### src/rtl/bridge_pkg.sv
package bridge_pkg;

    localparam int PHASES = 3;

    typedef enum logic [1:0] {
        PH_FLOAT  = 2'b00,
        PH_SINK   = 2'b01,
        PH_SOURCE = 2'b10
    } phase_e;

    typedef enum logic [1:0] {
        MODE_RUN,
        MODE_COAST,
        MODE_CLAMP,
        MODE_TRIP
    } mode_e;

    typedef struct packed {
        logic [PHASES-1:0] hi;
        logic [PHASES-1:0] lo;
    } gate_t;

    // Decode requests; a phase asking for both switches gets neither.
    function automatic gate_t commutate(input logic [PHASES-1:0] up_n,
                                        input logic [PHASES-1:0] lo);
        gate_t g;
        for (int i = 0; i < PHASES; i++) begin
            g.hi[i] = ~up_n[i] & ~lo[i];
            g.lo[i] =  lo[i] &  up_n[i];
        end
        return g;
    endfunction

    function automatic phase_e encode(input logic hi, input logic lo);
        phase_e p;
        if (hi && !lo)      p = PH_SOURCE;
        else if (lo && !hi) p = PH_SINK;
        else                p = PH_FLOAT;
        return p;
    endfunction

endpackage

### src/rtl/bridge_sync.sv
module bridge_sync #(
    parameter int          W    = 1,
    parameter logic [W-1:0] IDLE = '0
) (
    input  logic         clk,
    input  logic         rst,
    input  logic [W-1:0] d,
    output logic [W-1:0] q
);
    logic [W-1:0] meta;

    always_ff @(posedge clk) begin
        if (rst) begin
            meta <= IDLE;
            q    <= IDLE;
        end else begin
            meta <= d;
            q    <= meta;
        end
    end
endmodule

### src/rtl/thermal_guard.sv
module thermal_guard (
    input  logic clk,
    input  logic rst,
    input  logic trip,
    input  logic clear,
    output logic hot
);
    logic hot_q;

    // Trip wins over clear; the latch holds until a clear is seen.
    assign hot = trip | (hot_q & ~clear);

    always_ff @(posedge clk) begin
        if (rst) hot_q <= 1'b0;
        else     hot_q <= hot;
    end
endmodule

### src/rtl/brake_sequencer.sv
module brake_sequencer #(
    parameter int DLY_W = 16
) (
    input  logic             clk,
    input  logic             rst,
    input  logic             brk_n,
    input  logic [DLY_W-1:0] delay,
    output logic             active,
    output logic             clamp
);
    logic [DLY_W-1:0] remain;

    assign active = ~brk_n;
    assign clamp  = active && (remain == '0);

    always_ff @(posedge clk) begin
        if (rst) begin
            remain <= '0;
        end else if (!active) begin
            remain <= delay;
        end else if (remain != '0) begin
            remain <= remain - 1'b1;
        end
    end
endmodule

### src/rtl/bridge_gate_ctrl.sv
module bridge_gate_ctrl
    import bridge_pkg::*;
#(
    parameter int DLY_W = 16
) (
    input  logic                  clk,
    input  logic                  rst,
    input  logic [PHASES-1:0]     up_req_n,
    input  logic [PHASES-1:0]     lo_req,
    input  logic                  brk_n,
    input  logic                  ot_trip,
    input  logic                  ot_clear,
    input  logic [DLY_W-1:0]      brk_delay,
    output logic [PHASES-1:0]     gate_hi,
    output logic [PHASES-1:0]     gate_lo,
    output logic [2*PHASES-1:0]   phase_state
);
    localparam int RAW_W = 2*PHASES + 3;
    localparam logic [RAW_W-1:0] RAW_IDLE = {{PHASES{1'b1}}, {PHASES{1'b0}}, 3'b100};

    logic [RAW_W-1:0]  raw, syn;
    logic [PHASES-1:0] s_up_n, s_lo;
    logic              s_brk_n, s_trip, s_clr;
    logic              hot, brk_act, brk_clamp;
    mode_e             mode;
    gate_t             run_g, nxt_g, gate_q;

    assign raw = {up_req_n, lo_req, brk_n, ot_trip, ot_clear};

    bridge_sync #(.W(RAW_W), .IDLE(RAW_IDLE)) u_sync (
        .clk(clk), .rst(rst), .d(raw), .q(syn)
    );

    assign {s_up_n, s_lo, s_brk_n, s_trip, s_clr} = syn;

    thermal_guard u_therm (
        .clk(clk), .rst(rst), .trip(s_trip), .clear(s_clr), .hot(hot)
    );

    brake_sequencer #(.DLY_W(DLY_W)) u_brake (
        .clk(clk), .rst(rst), .brk_n(s_brk_n), .delay(brk_delay),
        .active(brk_act), .clamp(brk_clamp)
    );

    always_comb begin
        if (hot)            mode = MODE_TRIP;
        else if (brk_clamp) mode = MODE_CLAMP;
        else if (brk_act)   mode = MODE_COAST;
        else                mode = MODE_RUN;
    end

    assign run_g = commutate(s_up_n, s_lo);

    always_comb begin
        nxt_g = '0;
        unique case (mode)
            MODE_RUN:   nxt_g = run_g;
            MODE_CLAMP: nxt_g.lo = '1;
            default:    nxt_g = '0;
        endcase
    end

    always_ff @(posedge clk) begin
        if (rst) gate_q <= '0;
        else     gate_q <= nxt_g;
    end

    assign gate_hi = gate_q.hi;
    assign gate_lo = gate_q.lo;

    generate
        for (genvar p = 0; p < PHASES; p++) begin : g_phase
            phase_e st_q;
            always_ff @(posedge clk) begin
                if (rst) st_q <= PH_FLOAT;
                else     st_q <= encode(nxt_g.hi[p], nxt_g.lo[p]);
            end
            assign phase_state[2*p +: 2] = st_q;
        end
    endgenerate

endmodule

### config.mk
export PLATFORM = sky130hd
export DESIGN_NAME = bridge_gate_ctrl
export DESIGN_NICKNAME = d
export VERILOG_FILES = /design/src/rtl/bridge_pkg.sv /design/src/rtl/bridge_sync.sv /design/src/rtl/thermal_guard.sv /design/src/rtl/brake_sequencer.sv /design/src/rtl/bridge_gate_ctrl.sv
export SDC_FILE = /design/constraint.sdc
export NUM_CORES = 1
export LEC_CHECK = 0
export BUFFER_PORTS_ARGS = -buffer_cell sky130_fd_sc_hd__clkbuf_2
export CAP_MARGIN = 10
export CORE_ASPECT_RATIO = 0.75
export CORE_MARGIN = 4
export CORE_UTILIZATION = 42
export CTS_CLUSTER_DIAMETER = 60
export DETAILED_ROUTE_END_ITERATION = 7
export PLACE_DENSITY = 0.71
export REMOVE_ABC_BUFFERS = 1
export SYNTH_ARGS = -nofsm -noshare
export SYNTH_HDL_FRONTEND = slang
export SYNTH_HIERARCHICAL = 1
export SYNTH_SLANG_ARGS = --single-unit
### constraint.sdc
create_clock -name clk -period 2.08 [get_ports clk]
set_input_delay 0.312 -clock clk [delete_from_list [all_inputs] [get_ports clk]]
set_output_delay 0.312 -clock clk [all_outputs]
set_load 0.05 [all_outputs]
# Word level (Yosys, flattened, before mapping)
# Cells that the tools add are included.
# totals
wordCells	63
inputBits	27
reg_bits	47
output_inout_bits	12
# op_classes
bitwise_logic	16
reduce_logical	20
add_sub_neg	1
n_eq_ne	1
mux	13
# ops
operator	count
$mux 16	2
$logic_not 16->1	1
$reduce_bool 16->1	1
$sub 16x1->16 const B	1
$mux 2	5
$not 1->1	8
$and 1x1->1	7
$logic_and 1x1->1	7
$logic_not 1->1	6
$pmux 3 s2	1
$reduce_or 2->1	3
$mux 1	4
$mux 3	1
$eq 2x2->1 const B	1
$logic_not 2->1	1
$reduce_bool 2->1	1
$or 1x1->1	1

# Longest topological paths before layout
# logic_depth
word_depth	10
mapped_depth	8
ltp_nobuf	7

# Cells and area by module
# The synthesis kept the hierarchy.
# modules_own_cells
mod	seq_area_each_um2	area_per_inst_um2	instances	cells_per_inst
brake_sequencer	320.3	991.0	1	120
bridge_sync	360.3	494.2	1	37
bridge_gate_ctrl	240.2	357.8	1	30
thermal_guard	20.0	50.0	1	5

# Worst setup path after synthesis
# Ideal clock, no wire load.
# synth_timing
kind	register to register
from	register u_brake.remain[0]
to	register g_phase[0].st_q[1]
period_less_slack_ps	2037
required_ps	1964
slack_ps	43
n_path_buf	1
setup_time_ps	116
arrival_ps	1922
path_stages_with_launch	9
path_cell_list	dfxtp_1 > inv_1 > ha_1 > nor3b_1 > nand3_1 > nor2_2 > or4_1 > buf_2 > nor3_1
# synth_between
elab_chain_cells	9
word_cells_on_any_way	11
cone_classes	eq/ne: 1; mux: 5; reduce/logical: 5
# synth_rtl
element	line_no	text
from (decl)	brake_sequencer.sv:11	logic [DLY_W-1:0] remain;
from (signal assigned)	brake_sequencer.sv:20	remain <= delay;
from (signal assigned)	brake_sequencer.sv:22	remain <= remain - 1'b1;
$logic_not 16->1 (*)	brake_sequencer.sv:14	assign clamp = active && (remain == '0);
$logic_and 1x1->1 (*)	brake_sequencer.sv:14	
via brk_clamp	bridge_gate_ctrl.sv:24	logic hot, brk_act, brk_clamp;
$mux 2 (*)	bridge_gate_ctrl.sv:47	else if (brk_clamp) mode = MODE_CLAMP;
$mux 2 (*)	bridge_gate_ctrl.sv:46	if (hot) mode = MODE_TRIP;
$eq 2x2->1 / $logic_not 2->1 (equally long branches)	bridge_gate_ctrl.sv:56	unique case (mode)
$pmux 3 s2	bridge_gate_ctrl.sv:56	
$logic_not 1->1	bridge_pkg.sv:36	if (hi && !lo) p = PH_SOURCE;
$logic_and 1x1->1 (*)	bridge_pkg.sv:36	
$mux 2 (*)	bridge_pkg.sv:36	
to (signal assigned)	bridge_gate_ctrl.sv:76	else st_q <= encode(nxt_g.hi[p], nxt_g.lo[p]);
to (decl)	bridge_gate_ctrl.sv:73	phase_e st_q;
# Mark *: on every way through the listed nets, which the timed path passes. The rest lies on a longest branch.
# A chain may end at the register's enable or synchronous reset.

# Worst setup path after layout
# layout_timing
from	register u_brake.remain[0]
to	register u_brake.remain[1]
# layout_between
elab_chain_cells	3
word_cells_on_any_way	5
cone_classes	add/sub: 1; mux: 2; reduce/logical: 2
# layout_rtl
element	line_no	text
$sub 16x1->16	brake_sequencer.sv:22	
$mux 16	brake_sequencer.sv:21	end else if (remain != '0) begin
$mux 16	brake_sequencer.sv:19	end else if (!active) begin
# Several ways; a longest one is shown, not always the timed one. The select of a mux whose other input is x is not followed.

==> impl_metrics.env <==
export IMPL_status="completed"
export IMPL_place_congestion=0.818
export IMPL_totalWireLength_um=3980
export IMPL_arrival_ns=2.18
export IMPL_cp_cell_sequence="inv_1 > ha_1 > or3b_2 > nor3_2 > a221oi_1 > a211oi_1"
export IMPL_grt_use_met1_pct=21.7
export IMPL_start_util_pct=45.0
export IMPL_port_buffers=38
export IMPL_final_antenna_net_count=0
export IMPL_critPathLaunchType="flip-flop"
export IMPL_vias=1530
export IMPL_holdBufCountCts=0
export IMPL_firstDrtPassIters=4
export IMPL_pin_count=39
export IMPL_final_nets=268
export IMPL_core_area_um2=4200
export IMPL_crit_fanout=5
export IMPL_avgRoutedWirePerCell_um=13.4
export IMPL_die_h_um=66.1
export IMPL_hold_viol_final=0
export IMPL_first_iter_violations=114
export IMPL_synth_cell_type_count=49
export IMPL_ir_drop_uv=401
export IMPL_grt_max_degree=23
export IMPL_ys_warn_count=6
export IMPL_hold_path_class="input pin to flip-flop"
export IMPL_synthCells=192
export IMPL_cts_setup_buffers=0
export IMPL_cts_buffers_inserted=5
export IMPL_cts_tree="done"
export IMPL_startpoint="u_brake/remain[0]"
export IMPL_max_cap_viol_count=0
export IMPL_die_w_um=85.5
export IMPL_skew_ns=0.00706
export IMPL_grt_pass1_vias=1354
export IMPL_die_area_um2=5660
export IMPL_overflow=0
export IMPL_final_cell_mix="46 x dfxtp_1, 38 x clkbuf_2, 14 x nor2_1, 12 x nor3_1, 11 x buf_4"
export IMPL_cts_buffer_depth=2
export IMPL_hold_start="up_req_n[2]"
export IMPL_clk_pin_slew_worst_paths_ns=0.09
export IMPL_dp_hpwl_um=2970
export IMPL_end_kind="flip-flop"
export IMPL_insertion_delay_ns=0.30
export IMPL_antenna_found_initial=0
export IMPL_post_synth_cell_area_avg_um2=9.86
export IMPL_path_class="flip-flop to flip-flop"
export IMPL_leakage_uw=0.000983
export IMPL_crit_slowest_cell="or3b_2"
export IMPL_grt_use_met2_pct=20.3
export IMPL_fin_setup_tns_ns=0
export IMPL_final_max_slew_violation_count=0
export IMPL_max_stage_delay_ns=0.52
export IMPL_clock_sinks=47
export IMPL_postCtsResizedCells=0
export IMPL_crit_family="simple AND/OR/NAND/NOR gates"
export IMPL_syn_area_um2=1890
export IMPL_worstPathRequired_ns=2.30
export IMPL_antenna_cells=0
export IMPL_grtUsageMet3_pct=4.11
export IMPL_grt_setup_unrepaired="false"
export IMPL_fin_hold_ws_ns=0.177
export IMPL_layout_commonest_cell="dfxtp_1"
export IMPL_setup_viol=0
export IMPL_grt_busiest_layer="met1"
export IMPL_drc_errors=0
export IMPL_fmax_mhz=510
export IMPL_avgViaCountPerCell=5.17
export IMPL_cp_num_buf_inv=1
export IMPL_fillers=396
export IMPL_cts_root_buf="clkbuf_8"
export IMPL_period_share_pct=94.3
export IMPL_area_growth_pct=22.3
export IMPL_setup_slack_ns=0.119
export IMPL_synth_edf_count=0
export IMPL_worstMarginPinSlew_ns=0.417
export IMPL_htreeDepth=2
export IMPL_drive_gt1_share_pct=29.9
export IMPL_track_usage_pct=15.0
export IMPL_r2r_start="u_brake/remain[0]"
export IMPL_post_place_ws_ns=0.0760
export IMPL_rows=20
export IMPL_slew_headroom_pct=72.0
export IMPL_ys_async_sr_fraction_pct=0
export IMPL_ys_seq_area_share_pct=49.7
export IMPL_power_density_nw_per_um2=833
export IMPL_grt_pass1_wl_um=6500
export IMPL_final_min_clock_period_ns=1.96
export IMPL_synth_top_flop_cell="dfxtp_1"
export IMPL_synth_ff_latch_count=47
==> path summary, 6_finish.rpt <==
path                        to  slack, ns  cells past startpoint
max reg2reg  u_brake/remain[1]       0.12                      6
min             u_sync/meta[8]       0.18                      2
max          u_brake/remain[1]       0.12                      6
min reg2reg        u_sync/q[2]       0.41                      1
==> cell usage after synthesis (all sizes together) (2+ instances only) <==
library cell  count  area, µm²
nand3             5       25.0
nor4              5       43.8
nor2             15       58.8
o221ai            2       17.5
nor3b             2       15.0
o211ai            2       15.0
a211oi            4       30.0
inv               9       33.8
nor3             14       80.1
a221oi            2       17.5
or2               8       50.1
buf               3       27.5
and3b             3       26.3
and2b             8       60.1
o21a              6       45.0
nor2b             2       12.5
dfxtp            47        941
a31oi             3       18.8
nand2             7       26.3
xnor2             3       26.3
o21ai             4       20.0
a21oi            10       53.8
or4               3       30.0
a2111oi           4       48.8
clkbuf            5       18.8
==> per-layer routing <==
layer / part of all wire (%) / vias up
li1: - / 797
met2: 40 / 43
met3: 6.7 / 7
met4: 1.8 / 0
met5: 0 / -
met1: 51 / 683
==> flip-flops by register name, indices dropped and copies added, names as in the netlist <==
signal,count
u_brake/remain,16
u_sync/meta,9
u_sync/q,9
g_phase.st_q,6
gate_hi,3
gate_lo,3
u_therm/hot_q,1
==> metrics by stage <==
stage	cell area [µm²]	instances	util (%)	total power (µW)
floorplan	1850	184	-	1150
global placement	2190	288	52.1	1240
detailed placement	2190	288	52.1	1250
CTS	2310	296	54.9	1940
global route	2310	296	55.1	2010
finish	2310	296	55.1	1930
==> area by class of cell <==
class                           count  area (µm²)  share of cell area, %
Clock inverter                      2        38.8                   1.68
Timing Repair Buffer               49         273                   11.8
Inverter                            9        33.8                   1.46
Clock buffer                        6        82.6                   3.57
Sequential cell                    47         942                   40.7
Multi-Input combinational cell    128         876                   37.8
Tap cell                           55        68.8                   2.97
==> report_power, final <==
| part | switching (µW) | internal [µW] | leakage [µW] |
|---|---|---|---|
| Sequential | 35.2 | 944 | 0.000388 |
| Combinational | 137 | 112 | 0.000533 |
| Clock | 304 | 395 | 0.0000618 |
| Total | 476 | 1450 | 0.000983 |
==> cell families after synthesis <==
logic type               Yosys count  share of synthesized area [%]
AND/OR/NAND/NOR                   77                           25.2
XOR/XNOR                           4                           1.85
adder cells (fa/ha/maj)            1                          0.661
AO/OA/AOI/OAI                     45                           17.8
buffers and inverters             17                           4.23
flip-flops                        47                           49.7
multiplexers                       1                          0.529
Note: power is estimated with default switching activity, not from simulation.
